--- src/rtl/pid_pkg.sv ---
`timescale 1ns/1ps
package pid_pkg;

  localparam int MODE_LSB = 16;
  localparam int MODE_W   = 4;

  typedef enum logic [MODE_W-1:0] {
    TRIG_OFF  = 4'h0,
    TRIG_LOW  = 4'h8,
    TRIG_RISE = 4'h9,
    TRIG_FALL = 4'hA,
    TRIG_BOTH = 4'hB,
    TRIG_HIGH = 4'hC
  } trig_e;

  // strobes from address decode to datapath
  typedef struct packed {
    logic cfgWr;
    logic clrWr;
    logic cfgRd;
    logic statRd;
  } strobe_t;

  function automatic logic trigHit(input logic [MODE_W-1:0] mode,
                                   input logic cur, input logic old);
    case (mode)
      TRIG_LOW:  trigHit = !cur;
      TRIG_HIGH: trigHit = cur;
      TRIG_RISE: trigHit = cur && !old;
      TRIG_FALL: trigHit = !cur && old;
      TRIG_BOTH: trigHit = cur ^ old;
      default:   trigHit = 1'b0;
    endcase
  endfunction

endpackage

--- src/rtl/pid_ctrl.sv ---
`timescale 1ns/1ps
module pid_ctrl
  import pid_pkg::*;
#(
  parameter int NUM_PINS = 32,
  parameter int ADDR_W   = 8,
  parameter logic [ADDR_W-1:0] STATUS_OFFSET = 'hA0,
  localparam int PIN_W   = $clog2(NUM_PINS)
) (
  input  logic              clk,
  input  logic              rstN,
  input  logic              wrEn,
  input  logic [ADDR_W-1:0] addr,
  output strobe_t           strobes,
  output logic [PIN_W-1:0]  pinSel
);

  logic [ADDR_W-3:0] wordIdx;
  logic              cfgHit;
  logic              statHit;

  assign wordIdx = addr[ADDR_W-1:2];
  assign cfgHit  = (addr[1:0] == 2'b00) && (int'(wordIdx) < NUM_PINS);
  assign statHit = (addr == STATUS_OFFSET);
  assign pinSel  = wordIdx[PIN_W-1:0];

  always_comb begin
    strobes        = '0;
    strobes.cfgRd  = cfgHit;
    strobes.statRd = statHit;
    strobes.cfgWr  = wrEn && cfgHit;
    strobes.clrWr  = wrEn && statHit;
  end


  decode_onehot_chk: assert property (@(posedge clk) disable iff (!rstN)
    $onehot0({strobes.cfgWr, strobes.clrWr}));


  wr_needs_en_chk: assert property (@(posedge clk) disable iff (!rstN)
    (strobes.cfgWr || strobes.clrWr) |-> wrEn);

endmodule

--- src/rtl/pid_datapath.sv ---
`timescale 1ns/1ps
module pid_datapath
  import pid_pkg::*;
#(
  parameter int NUM_PINS = 32,
  parameter int DATA_W   = 32,
  localparam int PIN_W   = $clog2(NUM_PINS)
) (
  input  logic                clk,
  input  logic                rstN,
  input  strobe_t             strobes,
  input  logic [PIN_W-1:0]    pinSel,
  input  logic [DATA_W-1:0]   wrData,
  input  logic [NUM_PINS-1:0] pinIn,
  output logic [DATA_W-1:0]   rdData,
  output logic                irqOut
);

  logic [MODE_W-1:0]   modeQ [NUM_PINS];
  logic [NUM_PINS-1:0] prevQ;
  logic [NUM_PINS-1:0] flagsQ;
  logic [NUM_PINS-1:0] evt;
  logic [NUM_PINS-1:0] clrMask;
  logic                irqQ;

  assign clrMask = strobes.clrWr ? wrData[NUM_PINS-1:0] : '0;

  for (genvar i = 0; i < NUM_PINS; i++) begin : g_pin
    assign evt[i] = trigHit(modeQ[i], pinIn[i], prevQ[i]);

    always_ff @(posedge clk or negedge rstN) begin
      if (!rstN) begin
        modeQ[i] <= '0;
      end else if (strobes.cfgWr && pinSel == PIN_W'(i)) begin
        modeQ[i] <= wrData[MODE_LSB +: MODE_W];
      end
    end


    set_wins_chk: assert property (@(posedge clk) disable iff (!rstN)
      evt[i] |=> flagsQ[i]);


    clear_chk: assert property (@(posedge clk) disable iff (!rstN)
      (strobes.clrWr && wrData[i] && !evt[i]) |=> !flagsQ[i]);


    off_quiet_chk: assert property (@(posedge clk) disable iff (!rstN)
      (!(modeQ[i] inside {TRIG_LOW, TRIG_HIGH, TRIG_RISE, TRIG_FALL, TRIG_BOTH})
       && !flagsQ[i]) |=> !flagsQ[i]);
  end

  always_ff @(posedge clk or negedge rstN) begin
    if (!rstN) begin
      prevQ  <= '0;
      flagsQ <= '0;
      irqQ   <= 1'b0;
    end else begin
      prevQ  <= pinIn;
      flagsQ <= (flagsQ & ~clrMask) | evt;
      irqQ   <= |flagsQ;
    end
  end

  assign irqOut = irqQ;

  always_comb begin
    rdData = '0;
    if (strobes.cfgRd) begin
      rdData = DATA_W'(modeQ[pinSel]) << MODE_LSB;
    end else if (strobes.statRd) begin
      rdData = DATA_W'(flagsQ);
    end
  end


  irq_rise_chk: assert property (@(posedge clk) disable iff (!rstN)
    (|flagsQ) |=> irqOut);


  irq_fall_chk: assert property (@(posedge clk) disable iff (!rstN)
    !(|flagsQ) |=> !irqOut);

endmodule

--- src/rtl/pin_irq_detect.sv ---
`timescale 1ns/1ps
module pin_irq_detect
  import pid_pkg::*;
#(
  parameter int NUM_PINS = 32,
  parameter int ADDR_W   = 8,
  parameter int DATA_W   = 32,
  parameter logic [ADDR_W-1:0] STATUS_OFFSET = 'hA0,
  localparam int PIN_W   = $clog2(NUM_PINS)
) (
  input  logic                clk,
  input  logic                rstN,
  input  logic                regWrEn,
  input  logic [ADDR_W-1:0]   regAddr,
  input  logic [DATA_W-1:0]   regWrData,
  output logic [DATA_W-1:0]   regRdData,
  input  logic [NUM_PINS-1:0] pinIn,
  output logic                irqOut
);

  strobe_t          strobes;
  logic [PIN_W-1:0] pinSel;

  pid_ctrl #(
    .NUM_PINS      (NUM_PINS),
    .ADDR_W        (ADDR_W),
    .STATUS_OFFSET (STATUS_OFFSET)
  ) u_ctrl (
    .clk     (clk),
    .rstN    (rstN),
    .wrEn    (regWrEn),
    .addr    (regAddr),
    .strobes (strobes),
    .pinSel  (pinSel)
  );

  pid_datapath #(
    .NUM_PINS (NUM_PINS),
    .DATA_W   (DATA_W)
  ) u_dp (
    .clk     (clk),
    .rstN    (rstN),
    .strobes (strobes),
    .pinSel  (pinSel),
    .wrData  (regWrData),
    .pinIn   (pinIn),
    .rdData  (regRdData),
    .irqOut  (irqOut)
  );

endmodule

--- config.mk ---
export PLATFORM = sky130hd
export DESIGN_NAME = pin_irq_detect
export DESIGN_NICKNAME = d
export VERILOG_FILES = /design/src/rtl/pid_pkg.sv /design/src/rtl/pid_ctrl.sv /design/src/rtl/pid_datapath.sv /design/src/rtl/pin_irq_detect.sv
export SDC_FILE = /design/constraint.sdc
export NUM_CORES = 1
export LEC_CHECK = 0
export BUFFER_PORTS_ARGS = -buffer_cell sky130_fd_sc_hd__buf_2
export CORE_MARGIN = 2
export CORE_UTILIZATION = 60
export CTS_BUF_LIST = sky130_fd_sc_hd__clkbuf_16
export DETAILED_ROUTE_END_ITERATION = 16
export PLACE_DENSITY = 0.84
export SLEW_MARGIN = 20
export SYNTH_ARGS = -nofsm -noshare
export SYNTH_HDL_FRONTEND = slang
export SYNTH_SLANG_ARGS = --single-unit
export TNS_END_PERCENT = 20
--- constraint.sdc ---
create_clock -name clk -period 2.6 [get_ports clk]
set_clock_uncertainty 0.1 [all_clocks]
set_input_delay 0.13 -clock clk [delete_from_list [all_inputs] [get_ports clk]]
set_output_delay 0.13 -clock clk [all_outputs]
set_load 0.05 [all_outputs]
==> impl_metrics.py, run 1 <==
metrics = {
    "grt": {
        "first_global_vias": 8713,
        "grt_start_max_net_pins": 83,
        "grt_first_pass_wirelength_mm": 46.7,
        "grtUsageTotal_pct": 30.8,
        "antenna_found_initial": 2,
        "grt.overflow.total": 0,
    },
    "timing": {
        "max_freq_mhz": 387,
        "worst_slew_pin_slew_ps": 798,
        "final-setup-viol-count": 0,
        "finalCritPeriodShare_pct": 99.5,
        "relSlewSlack_pct": 46.3,
        "drv_slew": 0,
        "period_minus_slack_ps": 2590,
        "setup_ws_ps": 13.6,
        "rsz0062_at_grt": "yes",
        "hold_violations": 0,
    },
    "synthesis": {
        "synth_compound_area_share_pct": 9.83,
        "netlist.area_leader.share_pct": 44.4,
        "syn_nets": 1118,
        "synth-edff-count": 0,
        "synth_fa_ha_area_share_pct": 7.36,
        "syn_area_um2": 10900,
        "synthFlopType": "dfrtp_1",
        "ys_types": 41,
        "yosysMostFrequentCell": "dfrtp_1",
        "synth-xor-area-share_pct": 0,
        "yosysSeqAreaShare_pct": 44.4,
        "synthArstFlopShare_pct": 100,
        "ys_warn_count": 0,
        "yosysTopAreaCell": "dfrtp_1",
        "synth_common_cells": "dfrtp_1 (193), mux2_2 (130), inv_1 (97), nor2_1 (73), ha_1 (64)",
        "syn_inst": 979,
        "synth-simple-area-share_pct": 11.3,
        "synth_top_family_by_area": "multiplexers",
        "netlist_top_cells_area": "dfrtp_1 (44%), mux2_2 (13%), ha_1 (7.4%)",
        "synth_seq_cells": 193,
        "avgSynthCellArea_um2": 11.1,
        "synthMuxAreaShare_pct": 22.3,
    },
    "finish": {
        "multi_input_area_um2": 5530,
        "layout.nets": 1290,
        "syn2layout_area_growth_pct": 19.4,
        "layout.cell_area.non_filler_um2": 13000,
        "seqCellArea_um2": 4830,
        "drive_gt1_share_pct": 27.7,
        "num-fill-cells": 1175,
    },
    "drt": {
        "routedWlPerCell_um": 21.0,
        "first_pass_iters": 8,
        "drtIter0Drc": 892,
        "drc": 0,
        "via_per_inst": 6.19,
        "wl_mm": 29.3,
        "ant_nets": 0,
        "route.vias.total": 8633,
    },
    "worst_hold_path": {
        "hold_path_class": "in -> async",
    },
    "worst_setup_path": {
        "cp-start-kind": "register",
        "crit_path_end": "regRdData[18]",
        "worstSetupEndpointType": "primary output",
        "r2r_cells": 3,
        "cp.arrival_ps": 2360,
        "path_max_fanout": 5,
        "r2r_end": "u_dp.irqOut",
        "crit_start": "u_dp.modeQ[98]",
        "reg2reg_slack_ps": 690,
        "cp.required_ps": 2370,
        "reg2reg_from": "u_dp.flagsQ[29]",
        "critical_path_class": "reg -> out",
    },
    "die": {
        "die_w_um": 139,
        "boundaryPins": 108,
        "rows": 49,
        "start_util_pct": 60.7,
        "die_area_um2": 19200,
        "die_height_um": 139,
        "core_um2": 17900,
    },
    "clock_tree": {
        "clockBufferDepth": 2,
        "cts_tree": "done",
        "cts_sinks": 193,
        "htreeDepth": 4,
        "clkLatencyLatePin_ps": 450,
        "root_buffer": "clkbuf_16",
        "cts_inserted_buffers": 17,
        "clk_pin_slew_ps": 70,
    },
    "place": {
        "dpl.hpwl_mm": 20.1,
        "gp_congestion": 0.959,
        "preCtsSetupSlack_ps": 265,
        "placed_area_um2": 11800,
        "port_buffers": 107,
    },
    "pwr": {
        "cellLeakagePower_nw": 6.40,
        "power_density_nw_per_um2": 574,
        "ir_drop_mv": 0.513,
    },
    "flow_run": {
        "drv_cap": 0,
    },
    "status": {
        "status": "complete, no violations",
    },
}
-- per-stage QoR --
| step | std cells | power [mW] | hold slack (ps) | TNS [ps] | utilization (%) |
|---|---|---|---|---|---|
| 6_report | 1395 | 7.45 | 192 | 0 | 72.5 |
| 5_1_grt | 1395 | 7.70 | 253 | -31.3 | 72.5 |
| 4_1_cts | 1393 | 7.42 | 212 | 0 | 72.4 |
| 3_5_place_dp | 1300 | 4.69 | 116 | 0 | 65.7 |
| 3_3_place_gp | 1300 | 4.64 | 107 | 0 | 65.7 |
| 2_1_floorplan | 979 | 4.22 | -266 | 0 | - |
-- critical path: stages, from the launching register on --
cell and delay (ps):
dfrtp_1 430, mux4_2 500, nor2b_1 150, o41ai_1 390, a21oi_1 190, buf_2 250
-- routing by layer --
metal / GRT usage [%] / up-vias / share of wire (%)
met5: 0 / - / 0
met3: 6.22 / 81 / 7.9
li1: - / 3831 / -
met4: 13.9 / 0 / 3.3
met2: 48.1 / 431 / 47
met1: 42.1 / 4290 / 42
-- state kept, by name (all words and copies together) (netlist names) --
name,cells
u_dp.prevQ,32
u_dp.irqOut,1
u_dp.modeQ,128
u_dp.flagsQ,32
-- logic make-up (layout without fill, tap and decap cells) --
family,Yosys count,count (layout)
buffers and inverters,134,319
flip-flops,193,193
adder cells (fa/ha/maj),64,64
AO/OA/AOI/OAI,142,142
multiplexers,196,196
AND/OR/NAND/NOR,250,250
other,0,2
-- where the power goes --
part	internal, mW	switching, mW
clock network	1.51	1.18
registers	3.32	0.376
logic	0.558	0.512
-- how the worst min path moves through the flow --
stage | end | slack, ps | cells past startpoint | from
detailed placement | u_dp.prevQ[30] | 120 | 1 | rstN
global placement | u_dp.prevQ[30] | 110 | 1 | rstN
CTS | u_dp.flagsQ[19] | 210 | 3 | regWrData[19]
floorplan | u_dp.flagsQ[0] | -270 | 0 | rstN
global route | u_dp.flagsQ[18] | 250 | 3 | regWrData[18]
finish | u_dp.prevQ[30] | 190 | 2 | rstN
-- layout make-up --
class                      instances  share of cell area (%)
tap                              229                    2.21
clock inverter                    15                    1.31
sequential                       193                    37.2
antenna                            2                  0.0385
inverter                          97                    2.80
clock buffer                      17                    3.28
timing repair buffer             190                    10.6
multi-input combinational        652                    42.6
-- repair_timing --
action,in CTS,in global routing
endpoints found under the hold margin,137,0
setup endpoints to repair,0,3
hold buffers,61,0
gates resized for setup,0,3
buffers inserted,0,0
-- cell usage in the layout, fill, tap and decap left out, types with 9 or more instances in the layout --
cell type / instances
buf_4: 18
inv_1: 99
nor2_1: 73
a21oi_1: 23
nand3_1: 9
dfrtp_1: 193
buf_2: 106
dlygate4sd3_1: 61
nor3_1: 32
nand2_1: 50
and2_1: 29
a211o_1: 25
nor2b_1: 32
mux2i_1: 40
ha_1: 64
mux2_2: 130
a32o_1: 32
clkbuf_16: 17
mux4_2: 22
o21ai_0: 33
No activity file was read; power rests on OpenSTA's default activity.
==> run 2, diff against run 1 <==
--- a/config.mk
+++ b/config.mk
@@ -11,6 +11,7 @@
 export CTS_BUF_LIST = sky130_fd_sc_hd__clkbuf_16
 export DETAILED_ROUTE_END_ITERATION = 16
 export PLACE_DENSITY = 0.84
+export SETUP_SLACK_MARGIN = 0.2
 export SLEW_MARGIN = 20
 export SYNTH_ARGS = -nofsm -noshare
 export SYNTH_HDL_FRONTEND = slang
==> run 2 against run 1 <==
  * Power decreased by 1.1%
  * Worst hold slack got worse by 15 ps
  * Global-route usage increased by 0.68 points
  * Register-to-register slack improved by 30 ps
  * Clock power decreased by 4%
  * Non-clock buffer count increased by 9
  * Design area increased by 1.1%
  * Cell count increased by 0.50%
  * Maximum frequency increased by 5.6%
  * Largest power group unchanged
==> impl_metrics.py, run 2 (synthesis results as in run 1) <==
metrics = {
    "timing": {
        "whs_ps": 176,
        "period_minus_slack_ps": 2450,
        "setup_ws_ps": 152,
        "hold_violations": 0,
        "rsz0062_at_grt": "yes",
        "setup_tns_ps": 0,
        "relSlewSlack_pct": 47.9,
        "finalCritPeriodShare_pct": 94.2,
        "worst_slew_pin_slew_ps": 772,
        "final-setup-viol-count": 0,
        "max_freq_mhz": 408,
        "drv_slew": 0,
    },
    "die": {
        "rows": 49,
        "die_height_um": 139,
        "core_um2": 17900,
        "die_w_um": 139,
        "start_util_pct": 60.7,
        "boundaryPins": 108,
        "die_area_um2": 19200,
    },
    "finish": {
        "largest-register": "u_dp.modeQ",
        "final_util_pct": 73.3,
        "layout.cell_area.non_filler_um2": 13100,
        "largest_register_ffs": 128,
        "layout_commonest_cell": "dfrtp_1",
        "num-fill-cells": 1155,
        "top_regs": "u_dp.modeQ (128), u_dp.flagsQ (32), u_dp.prevQ (32)",
        "final_cell_mix": "dfrtp_1 (186), mux2_2 (129), inv_1 (103), buf_2 (101), nor2_1 (73)",
        "final_cells": 1402,
        "layout.nets": 1299,
        "drive_gt1_share_pct": 29.1,
        "syn2layout_area_growth_pct": 20.7,
    },
    "worst_setup_path": {
        "cp_cell_sequence": "mux4_2 -> mux2_4 -> a221oi_4 -> a21oi_2 -> buf_6",
        "cp.required_ps": 2370,
        "cp-start-kind": "register",
        "cp.arrival_ps": 2220,
        "reg2reg_from": "u_dp.flagsQ[25]",
        "path_max_fanout": 4,
        "crit_start": "u_dp.modeQ[37]",
        "critical_path_class": "reg -> out",
        "slowest_delay_ps": 500,
        "worstSetupEndpointType": "primary output",
        "crit_slowest_cell": "mux4_2",
    },
    "place": {
        "preCtsSetupSlack_ps": 153,
        "placed_area_um2": 11700,
        "dp.cells": 1295,
        "dpl.hpwl_mm": 19.7,
        "port_buffers": 107,
        "gp_congestion": 0.907,
    },
    "grt": {
        "antenna_found_initial": 2,
        "grt.overflow.total": 0,
        "grt_start_max_net_pins": 80,
        "grtUsageTotal_pct": 31.5,
        "grt_first_pass_wirelength_mm": 47.6,
        "first_global_vias": 8985,
    },
    "clock_tree": {
        "htreeDepth": 4,
        "root_buffer": "clkbuf_16",
        "clk_pin_slew_ps": 70,
        "clkLatencyLatePin_ps": 440,
        "cts_inserted_buffers": 17,
        "clockBufferDepth": 2,
        "cts_sinks": 193,
        "cts_tree": "done",
    },
    "drt": {
        "wl_mm": 30.0,
        "first_pass_iters": 5,
        "ant_nets": 0,
        "via_per_inst": 6.27,
        "drtIter0Drc": 964,
        "routedWlPerCell_um": 21.4,
        "route.vias.total": 8797,
        "drc": 0,
    },
    "pwr": {
        "switching_share_pct": 27.2,
        "power_density_nw_per_um2": 562,
        "power_mw": 7.37,
        "p_clk_share_pct": 34.9,
        "power_frac_seq_pct": 50.2,
        "p_int_mw": 5.37,
        "p_sw_mw": 2.00,
        "ir_drop_mv": 0.509,
        "combPwrFrac_pct": 14.9,
        "cellLeakagePower_nw": 6.48,
    },
    "status": {
        "status": "complete, no violations",
    },
    "flow_run": {
        "drv_cap": 0,
    },
    "worst_hold_path": {
        "hold_path_class": "in -> async",
    },
}
-- run 2: critical path: cells and delay by family, from the launching register on --
family / cells / cell delay [ps]
DFF: 1 / 430
AOI/OAI and AO/OA: 2 / 380
muxes: 2 / 800
buffers and inverters: 1 / 170
-- run 2: power groups by stage --
stage	registers (mW)	logic [mW]	clock network (mW)
floorplan	3.56	0.661	0
global placement	3.71	0.919	0
detailed placement	3.72	0.960	0
CTS	3.67	1.06	2.58
global route	3.73	1.20	2.71
finish	3.70	1.10	2.57
-- run 2: per-layer routing --
layer | track usage, % | part of all wire (%) | up-vias
met4 | 14.0 | 3.8 | 0
met2 | 51.0 | 48 | 476
met1 | 41.8 | 39 | 4356
met5 | 0 | 0 | -
li1 | - | - | 3857
met3 | 5.97 | 8.8 | 108
-- run 2: area by class of cell --
cell class | count | area [µm²] | share of cell area, %
multi-input combinational | 652 | 5590 | 42.6
sequential | 193 | 4840 | 36.9
timing repair buffer | 199 | 1480 | 11.3
clock buffer | 17 | 425 | 3.24
inverter | 97 | 364 | 2.77
tap | 229 | 287 | 2.18
clock inverter | 13 | 134 | 1.02
antenna | 2 | 5.00 | 0.0381
-- run 2: what timing repair did --
| item | CTS | global route |
|---|---|---|
| setup buffers | 6 | 8 |
| endpoints found under the setup margin | 4 | 4 |
| hold buffers | 61 | 0 |
| pin swaps | 4 | 4 |
| gates resized for setup | 13 | 15 |
| endpoints found under the hold margin | 135 | 0 |
-- run 2: path summary, 6_finish.rpt --
path / end / depth (start not counted) / slack [ps]
max: regRdData[17] / 5 / 150
max in group asynchronous: u_dp.modeQ[84] / 3 / 1450
min reg2reg: u_dp.flagsQ[4] / 1 / 420
min: u_dp.flagsQ[27] / 2 / 180
max reg2reg: u_dp.irqOut / 3 / 720
min in group clk: u_dp.flagsQ[17] / 3 / 240
